`src/rtl/phy_cr_pkg.sv`:
```
package phy_cr_pkg;
  typedef enum logic [2:0] {
    S_IDLE, S_SETUP, S_ASSERT, S_WAIT_HI, S_WAIT_LO
  } cr_state_e;

  typedef enum logic [1:0] {
    PH_ADDR, PH_DATA, PH_WR, PH_RD
  } cr_phase_e;

  typedef enum logic [1:0] {
    WM_SETUP, WM_STROBE, WM_HOLD
  } word_mode_e;
endpackage

```
`src/rtl/phy_cr_sync.sv`:
```
module phy_cr_sync #(
  parameter int W = 1
) (
  input  logic         clk_i,
  input  logic         rst_ni,
  input  logic [W-1:0] d_i,
  output logic [W-1:0] q_o
);
  logic [W-1:0] ff1_q, ff2_q;
  always_ff @(posedge clk_i or negedge rst_ni) begin
    if (!rst_ni) begin
      ff1_q <= '0;
      ff2_q <= '0;
    end else begin
      ff1_q <= d_i;
      ff2_q <= ff1_q;
    end
  end
  assign q_o = ff2_q;
endmodule

```
`src/rtl/phy_cr_timer.sv`:
```
module phy_cr_timer #(
  parameter int LIMIT = 100
) (
  input  logic clk_i,
  input  logic rst_ni,
  input  logic clr_i,
  input  logic en_i,
  output logic exp_o
);
  localparam int CNTW = (LIMIT > 2) ? $clog2(LIMIT) : 1;
  localparam logic [CNTW-1:0] LAST = CNTW'(LIMIT - 1);

  logic [CNTW-1:0] cnt_q;
  always_ff @(posedge clk_i or negedge rst_ni) begin
    if (!rst_ni)                        cnt_q <= '0;
    else if (clr_i)                     cnt_q <= '0;
    else if (en_i && cnt_q != LAST)     cnt_q <= cnt_q + 1'b1;
  end
  // asserted on the poll that uses up the budget
  assign exp_o = en_i && (cnt_q == LAST);
endmodule

```
`src/rtl/phy_cr_word.sv`:
```
module phy_cr_word
  import phy_cr_pkg::*;
#(
  parameter int DW = 16
) (
  input  cr_phase_e     phase_i,
  input  word_mode_e    mode_i,
  input  logic [DW-1:0] addr_i,
  input  logic [DW-1:0] wdata_i,
  output logic [DW+3:0] word_o
);
  logic [DW-1:0] field;
  logic [3:0]    stb;

  always_comb begin
    field = '0;
    stb   = '0;
    unique case (phase_i)
      PH_ADDR: begin
        field  = addr_i;
        stb[0] = (mode_i == WM_STROBE);
      end
      PH_DATA: begin
        field  = wdata_i;
        stb[1] = (mode_i == WM_STROBE);
      end
      PH_WR: begin
        field  = (mode_i == WM_STROBE) ? '0 : wdata_i;
        stb[2] = (mode_i == WM_STROBE);
      end
      PH_RD: begin
        field  = '0;
        stb[3] = (mode_i == WM_STROBE);
      end
      default: ;
    endcase
  end

  assign word_o = {stb, field};
endmodule

```
`src/rtl/phy_cr_master.sv`:
```
module phy_cr_master
  import phy_cr_pkg::*;
#(
  parameter int DW      = 16,
  parameter int TIMEOUT = 100
) (
  input  logic          clk_i,
  input  logic          rst_ni,
  input  logic          start_i,
  input  logic          write_i,
  input  logic [DW-1:0] addr_i,
  input  logic [DW-1:0] wdata_i,
  output logic [DW-1:0] rdata_o,
  output logic          done_o,
  output logic          err_o,
  output logic [DW+3:0] cr_ctrl_o,
  input  logic [DW:0]   cr_stat_i
);
  localparam int ACK_BIT = DW;

  cr_state_e     state_q;
  cr_phase_e     phase_q;
  logic          write_q;
  logic [DW-1:0] addr_q, wdata_q, rdata_q;
  logic [DW+3:0] ctrl_q, word;
  logic          done_q, err_q;
  logic          ack_s, tmr_clr, tmr_en, tmr_exp;
  word_mode_e    mode;

  phy_cr_sync #(.W(1)) u_ack_sync (
    .clk_i (clk_i),
    .rst_ni(rst_ni),
    .d_i   (cr_stat_i[ACK_BIT]),
    .q_o   (ack_s)
  );

  always_comb begin
    unique case (state_q)
      S_SETUP:  mode = WM_SETUP;
      S_ASSERT: mode = WM_STROBE;
      default:  mode = WM_HOLD;
    endcase
  end

  phy_cr_word #(.DW(DW)) u_word (
    .phase_i(phase_q),
    .mode_i (mode),
    .addr_i (addr_q),
    .wdata_i(wdata_q),
    .word_o (word)
  );

  assign tmr_en  = (state_q == S_WAIT_HI) || (state_q == S_WAIT_LO);
  assign tmr_clr = (state_q == S_ASSERT) || ((state_q == S_WAIT_HI) && ack_s);

  phy_cr_timer #(.LIMIT(TIMEOUT)) u_timer (
    .clk_i (clk_i),
    .rst_ni(rst_ni),
    .clr_i (tmr_clr),
    .en_i  (tmr_en),
    .exp_o (tmr_exp)
  );

  always_ff @(posedge clk_i or negedge rst_ni) begin
    if (!rst_ni) begin
      state_q <= S_IDLE;
      phase_q <= PH_ADDR;
      write_q <= 1'b0;
      addr_q  <= '0;
      wdata_q <= '0;
      rdata_q <= '0;
      ctrl_q  <= '0;
      done_q  <= 1'b0;
      err_q   <= 1'b0;
    end else begin
      done_q <= 1'b0;
      err_q  <= 1'b0;
      unique case (state_q)
        S_IDLE: if (start_i) begin
          write_q <= write_i;
          addr_q  <= addr_i;
          wdata_q <= wdata_i;
          phase_q <= PH_ADDR;
          state_q <= S_SETUP;
        end
        S_SETUP: begin
          ctrl_q  <= word;
          state_q <= S_ASSERT;
        end
        S_ASSERT: begin
          ctrl_q  <= word;
          state_q <= S_WAIT_HI;
        end
        S_WAIT_HI: begin
          if (ack_s) begin
            ctrl_q  <= word;
            if (phase_q == PH_RD) rdata_q <= cr_stat_i[DW-1:0];
            state_q <= S_WAIT_LO;
          end else if (tmr_exp) begin
            ctrl_q  <= '0;
            done_q  <= 1'b1;
            err_q   <= 1'b1;
            state_q <= S_IDLE;
          end
        end
        S_WAIT_LO: begin
          if (!ack_s) begin
            unique case (phase_q)
              PH_ADDR: begin
                phase_q <= write_q ? PH_DATA : PH_RD;
                state_q <= S_SETUP;
              end
              PH_DATA: begin
                phase_q <= PH_WR;
                state_q <= S_SETUP;
              end
              default: begin
                ctrl_q  <= '0;
                done_q  <= 1'b1;
                state_q <= S_IDLE;
              end
            endcase
          end else if (tmr_exp) begin
            ctrl_q  <= '0;
            done_q  <= 1'b1;
            err_q   <= 1'b1;
            state_q <= S_IDLE;
          end
        end
        default: state_q <= S_IDLE;
      endcase
    end
  end

  assign cr_ctrl_o = ctrl_q;
  assign rdata_o   = rdata_q;
  assign done_o    = done_q;
  assign err_o     = err_q;
endmodule

```
`config.mk`:
```
export PLATFORM = sky130hd
export DESIGN_NAME = phy_cr_master
export DESIGN_NICKNAME = d
export VERILOG_FILES = /design/src/rtl/phy_cr_pkg.sv /design/src/rtl/phy_cr_sync.sv /design/src/rtl/phy_cr_timer.sv /design/src/rtl/phy_cr_word.sv /design/src/rtl/phy_cr_master.sv
export SDC_FILE = /design/constraint.sdc
export NUM_CORES = 1
export LEC_CHECK = 0
export BUFFER_PORTS_ARGS = -buffer_cell sky130_fd_sc_hd__buf_4
export CAP_MARGIN = 0
export CORE_UTILIZATION = 58
export CTS_BUF_LIST = sky130_fd_sc_hd__clkbuf_4 sky130_fd_sc_hd__clkbuf_8 sky130_fd_sc_hd__clkbuf_16
export CTS_CLUSTER_SIZE = 20
export DETAILED_ROUTE_END_ITERATION = 16
export GPL_TIMING_DRIVEN = 1
export PLACE_DENSITY = 0.95
export SKIP_LAST_GASP = 1
export SYNTH_ARGS = -nofsm -noshare
export SYNTH_HDL_FRONTEND = slang
export SYNTH_SLANG_ARGS = --single-unit
```
`constraint.sdc`:
```
create_clock -name clk_i -period 3.4 [get_ports clk_i]
set_clock_uncertainty 0.15 [all_clocks]
set_input_delay 0.85 -clock clk_i [delete_from_list [all_inputs] [get_ports clk_i]]
set_output_delay 0.85 -clock clk_i [all_outputs]
set_load 0.02 [all_outputs]
```
# --- Yosys cells after proc, flatten, opt, wreduce, memory -nomap -nowiden ---
# Cells that the tools add are included.
word_totals:
  mem_bits_rw: 0
  romBits: 0
  register_bits: 85
  latch_bits: 0
  n_memories: 0
classes:
  n_bitwise: 0
  reduce_logical: 16
  mul: 0
  n_div: 0
  shifts: 0
  addsub: 1
  muxes: 32
  magnitude_cmp: 0
  n_eq_ne: 14
ops:
  columns: ["op", "n"]
  rows:
  - ["$mux W20", 4]
  - ["$pmux W16 S4", 1]
  - ["$pmux W20 S3", 1]
  - ["$mux W16", 1]
  - ["$pmux W3 S5", 1]
  - ["$mux W7", 2]
  - ["$mux W3", 4]
  - ["$pmux W2 S2", 3]
  - ["$mux W1", 10]
  - ["$add A7 B1 Y7 const B", 1]
  - ["$eq A7 B7 Y1 const B", 1]
  - ["$ne A7 B7 Y1 const B", 1]
  - ["$eq A3 B2 Y1 const B", 2]
  - ["$mux W2", 3]
  - ["$eq A2 B1 Y1 const B", 2]
  - ["$eq A2 B2 Y1 const B", 2]
  - ["$ne A2 B2 Y1 const B", 2]
  - ["$pmux W1 S2", 2]
  - ["$reduce_and A2 Y1", 2]
  - ["$reduce_and A4 Y1", 1]
  - ["$reduce_bool A2 Y1", 2]
  - ["$reduce_or A2 Y1", 2]
  - ["$eq A3 B1 Y1 const B", 1]
  - ["$eq A3 B3 Y1 const B", 1]
  - ["8 further kinds", 11]

# --- Logic depth before layout (Yosys ltp) ---
depth:
  depth_word: 7
  depth_mapped: 7

# --- Cells and area by module ---
# From an unflattened synthesis, not the netlist that was laid out.
unflattened:
  hier_cells: 301
  hier_area_um2: 3931.3
modules_own_cells:
  columns: ["mod", "n_inst", "area_each_um2", "cells_per_inst"]
  rows:
  - ["phy_cr_master", 1, 2981.6, 198]
  - ["phy_cr_word", 1, 513.0, 63]
  - ["phy_cr_timer", 1, 386.6, 38]
  - ["phy_cr_sync", 1, 50.0, 2]

# --- Least setup slack after synthesis ---
# Ideal clock, no wire load.
synth_timing:
  path_kind: "in2reg"
  start: "input start_i"
  end: "register addr_q[0]"
  n_path_buf: 1
  arrival_ps: 1812
  setup_time_ps: 125
  stages: 3
  path_slack_ps: 1313
  path_cell_list: "nor4b_4 -> buf_6 -> mux2_2"
synth_between:
  elab_chain_len: 1
synth_lines:
  columns: ["element", "line", "rtl"]
  rows:
  - ["from (decl)", "phy_cr_master.sv:9", "input logic start_i,"]
  - ["$reduce_and A2 Y1 (no source line)", null, null]
  - ["to (signal assigned)", "phy_cr_master.sv:81", "addr_q <= addr_i;"]
  - ["to (decl)", "phy_cr_master.sv:24", "logic [DW-1:0] addr_q, wdata_q, rdata_q;"]
# No other way between the ends.
# A chain may end at the register's enable or synchronous reset.

# --- Worst setup path after layout ---
layout_timing:
  start: "register state_q[1]"
  end: "register ctrl_q[8] (netlist: cr_ctrl_o[8])"
layout_between:
  elab_chain_len: 7
  word_cells_on_any_way: 18
  cone_classes: "eq/ne: 6; mux: 7; reduce/logical: 5"
layout_lines:
  columns: ["element", "line", "rtl"]
  rows:
  - ["from (decl)", "phy_cr_master.sv:21", "cr_state_e state_q;"]
  - ["from (signal assigned)", "phy_cr_master.sv:66", "state_q <= S_IDLE;"]
  - ["from (signal assigned)", "phy_cr_master.sv:84", "state_q <= S_SETUP;"]
  - ["from (signal assigned)", "phy_cr_master.sv:88", "state_q <= S_ASSERT;"]
  - ["$eq A3 B2 Y1 or $eq A3 B1 Y1 (tied branches)", "phy_cr_master.sv:38, phy_cr_master.sv:78", null]
  - ["$pmux W2 S2", "phy_cr_master.sv:38", "unique case (state_q)"]
  - ["$eq A2 B1 Y1", "phy_cr_word.sv:28", "field = (mode_i == WM_STROBE) ? '0 : wdata_i;"]
  - ["$mux W16", "phy_cr_word.sv:28", null]
  - ["$pmux W16 S4", "phy_cr_word.sv:18", "unique case (phase_i)"]
  - ["$mux W20", "phy_cr_master.sv:95", "if (ack_s) begin"]
  - ["$pmux W20 S3", "phy_cr_master.sv:78", "unique case (state_q)"]
  - ["to (signal assigned)", "phy_cr_master.sv:87", "ctrl_q <= word;"]
  - ["to (signal assigned)", "phy_cr_master.sv:91", "ctrl_q <= word;"]
  - ["to (signal assigned)", "phy_cr_master.sv:96", "ctrl_q <= word;"]
  - ["to (decl)", "phy_cr_master.sv:25", "logic [DW+3:0] ctrl_q, word;"]
# Several ways; a longest one is shown, not always the timed one.

==> flow_metrics.tcl <==
set metrics [dict create \
    slew_headroom_pct 24.1 \
    row_count 30 \
    start_util_pct 60.1 \
    wl_per_cell_um 18.4 \
    netlist_instances 363 \
    dieArea_mm2 0.00743 \
    grt_pass1_wl_um 16400 \
    fin_total_pwr_mw 4.76 \
    yosysSeqAreaShare_pct 51.8 \
    cts_sinks 85 \
    netlist_area_mm2 0.00411 \
    max_freq_mhz 402 \
    clk-insertion-delay-late_ps 350 \
    hold_path.class "reg -> reg" \
    drive_above_1_share_pct 37.2 \
    setup_viol 0 \
    postCtsSetupRepairBufs 0 \
    syn2layout_area_growth_pct 22.4 \
    clock-root-buffer "clkbuf_8" \
    cts_tree "yes" \
    ys.flop_type "dfrtp_1" \
    synth_seq_cells 85 \
    worstPathRequired_ps 3460 \
    post-route-period-util_pct 73.1 \
    yosysTopAreaCellShare_pct 51.8 \
    drt_first_pass_iters 4 \
    drc 0 \
    slew_viol_final 0 \
    avgSynthCellArea_um2 11.3 \
    dp_hpwl_um 6410 \
    die_x_um 86.2 \
    syn_nets 417 \
    ir_worst_vdd_v 0.000522 \
    cts.clk_slew.worst_paths_ps 80 \
    grt_max_degree 86 \
    gp_congestion 0.794 \
    leakage_nw 2.32 \
    cpPeakStageDelay_ps 640 \
    synthTopCellsByArea "dfrtp_1 52%, mux2_2 13%, o211ai_1 4.0%" \
    fin_crit_ps 2490 \
    nets 498 \
    crit_buf_inv 1 \
    synth_most_common_cell "dfrtp_1" \
    arrival_ps 2550 \
    coreArea_mm2 0.00683 \
    synth_common_cells "85 x dfrtp_1, 47 x mux2_2, 32 x o21ai_0, 29 x nand2_1, 23 x nor2_1" \
    ctsHoldBuffers 0 \
    crit_slowest_cell "or3b_1" \
    hold_viol_final 0 \
    worstSetupEndpointType "register" \
    drv_cap 0 \
    ant_nets 0 \
    rsz0062_at_grt "false" \
    fillCellCount 470 \
    antenna_found_initial 0 \
    portBuffers 90 \
    timing_worst_setup_path_type "reg -> reg" \
    tightest_slew_ps 1140 \
    grt_pass1_vias 3284 \
    route.vias.total 3172 \
    path_cells "buf_4 > or3b_1 > and3_1 > o21ai_1 > o211ai_1" \
    yosysTopAreaCell "dfrtp_1" \
    synth_cell_types 45 \
    dieHeight_um 86.2 \
    route.final.wire_length_um 10000 \
    avgViaCountPerCell 5.82 \
    fin_setup_tns_ps 0 \
    yosys_warnings 0 \
    cp_max_fo 22 \
    async_flop_share_pct 100 \
    clockBufferDepth 2 \
    io_pins 91 \
    power_density_mw_per_mm2 947 \
    cp-start-kind "register" \
    path_delay_family "simple AND/OR/NAND/NOR gates" \
    htree_levels 3 \
    drt-initial-drc-count 363 \
    grt_overflow_total 0 \
    num_antenna_cells 0 \
    grt.total_usage_pct 28.8 \
    status "finished, final reports clean" \
    synth_enable_flop_cells 0 \
    post_cts_resized 0 \
    numCtsBuffers 9 \
]
## through the flow
stage / setup WS, ps / std cells / hold slack, ps / utilization (%) / instance area, um2
after CTS: 985 / 545 / 214 / 73.6 / 5030
after detailed placement: 1020 / 529 / 196 / 70.3 / 4800
after global routing: 813 / 545 / 222 / 73.6 / 5030
after floorplan: 1310 / 363 / 181 / - / 4110
final: 913 / 545 / 216 / 73.6 / 5030
after global placement: 1060 / 529 / 196 / 70.3 / 4800
## sequential cells by signal, summed over array words and instances, names as in the netlist
register,count
addr_q,16
cr_ctrl_o,20
done_o,1
err_o,1
phase_q,2
rdata_o,16
state_q,3
u_ack_sync.ff1_q,1
u_ack_sync.q_o,1
u_timer.cnt_q,7
wdata_q,16
write_q,1
## path summary, 6_finish.rpt
kind / end / start / slack (ps) / depth (start not counted)
worst max-delay path: cr_ctrl_o[8] / state_q[1] / 910 / 5
worst min-delay path: u_ack_sync.q_o / u_ack_sync.ff1_q / 220 / 0
worst max register to register: cr_ctrl_o[8] / state_q[1] / 910 / 5
worst min register to register: u_ack_sync.q_o / u_ack_sync.ff1_q / 220 / 0
max in group asynchronous: rdata_o[9] / rst_ni / 1910 / 1
min in group asynchronous: wdata_q[7] / rst_ni / 520 / 1
## area by class of cell
| class | instances | area [um2] | share of cell area (%) |
|---|---|---|---|
| Sequential cell | 85 | 2130 | 42.3 |
| Multi-Input combinational cell | 251 | 1830 | 36.5 |
| Timing Repair Buffer | 95 | 713 | 14.2 |
| Clock buffer | 12 | 159 | 3.16 |
| Tap cell | 96 | 120 | 2.39 |
| Clock inverter | 4 | 70.1 | 1.39 |
| Inverter | 2 | 7.51 | 0.149 |
## placed cells by master, fill, tap and decap left out, types with 11 or more instances in the layout
cell / Yosys / routed
and3_1: 15 / 15
buf_4: 1 / 95
clkbuf_8: 0 / 11
dfrtp_1: 85 / 85
mux2_2: 47 / 47
mux2i_1: 16 / 16
nand2_1: 29 / 29
nor2_1: 23 / 23
o211ai_1: 22 / 22
o21ai_0: 32 / 32
## kinds of logic after synthesis
kind of cell             after synthesis  share of synthesized area [%]
multiplexers                          65                           17.3
AO/OA/AOI/OAI                         82                           12.7
XOR/XNOR                               6                           1.28
buffers and inverters                 27                           3.59
flip-flops                            85                           51.8
AND/OR/NAND/NOR                       97                           13.1
adder cells (fa/ha/maj)                1                          0.304
## metal layers
| metal | wire length, um | vias to the layer above | part of all wire (%) | track usage, % |
|---|---|---|---|---|
| met2 | 5090 | 126 | 51 | 48.1 |
| met3 | 498 | 27 | 5.0 | 4.95 |
| met1 | 4180 | 1563 | 42 | 36.9 |
| li1 | - | 1456 | - | - |
| met4 | 272 | 0 | 2.7 | 13.8 |
| met5 | 0 | - | 0 | 0 |
## power by group
part	leakage (nW)	total [mW]	internal, mW	switching, mW
Sequential	1.07	1.84	1.45	0.386
Clock	0.120	0.818	0.460	0.358
Combinational	1.13	2.11	0.950	1.16
Total	2.32	4.76	2.86	1.90
No activity file was read; power rests on OpenSTA's default activity.
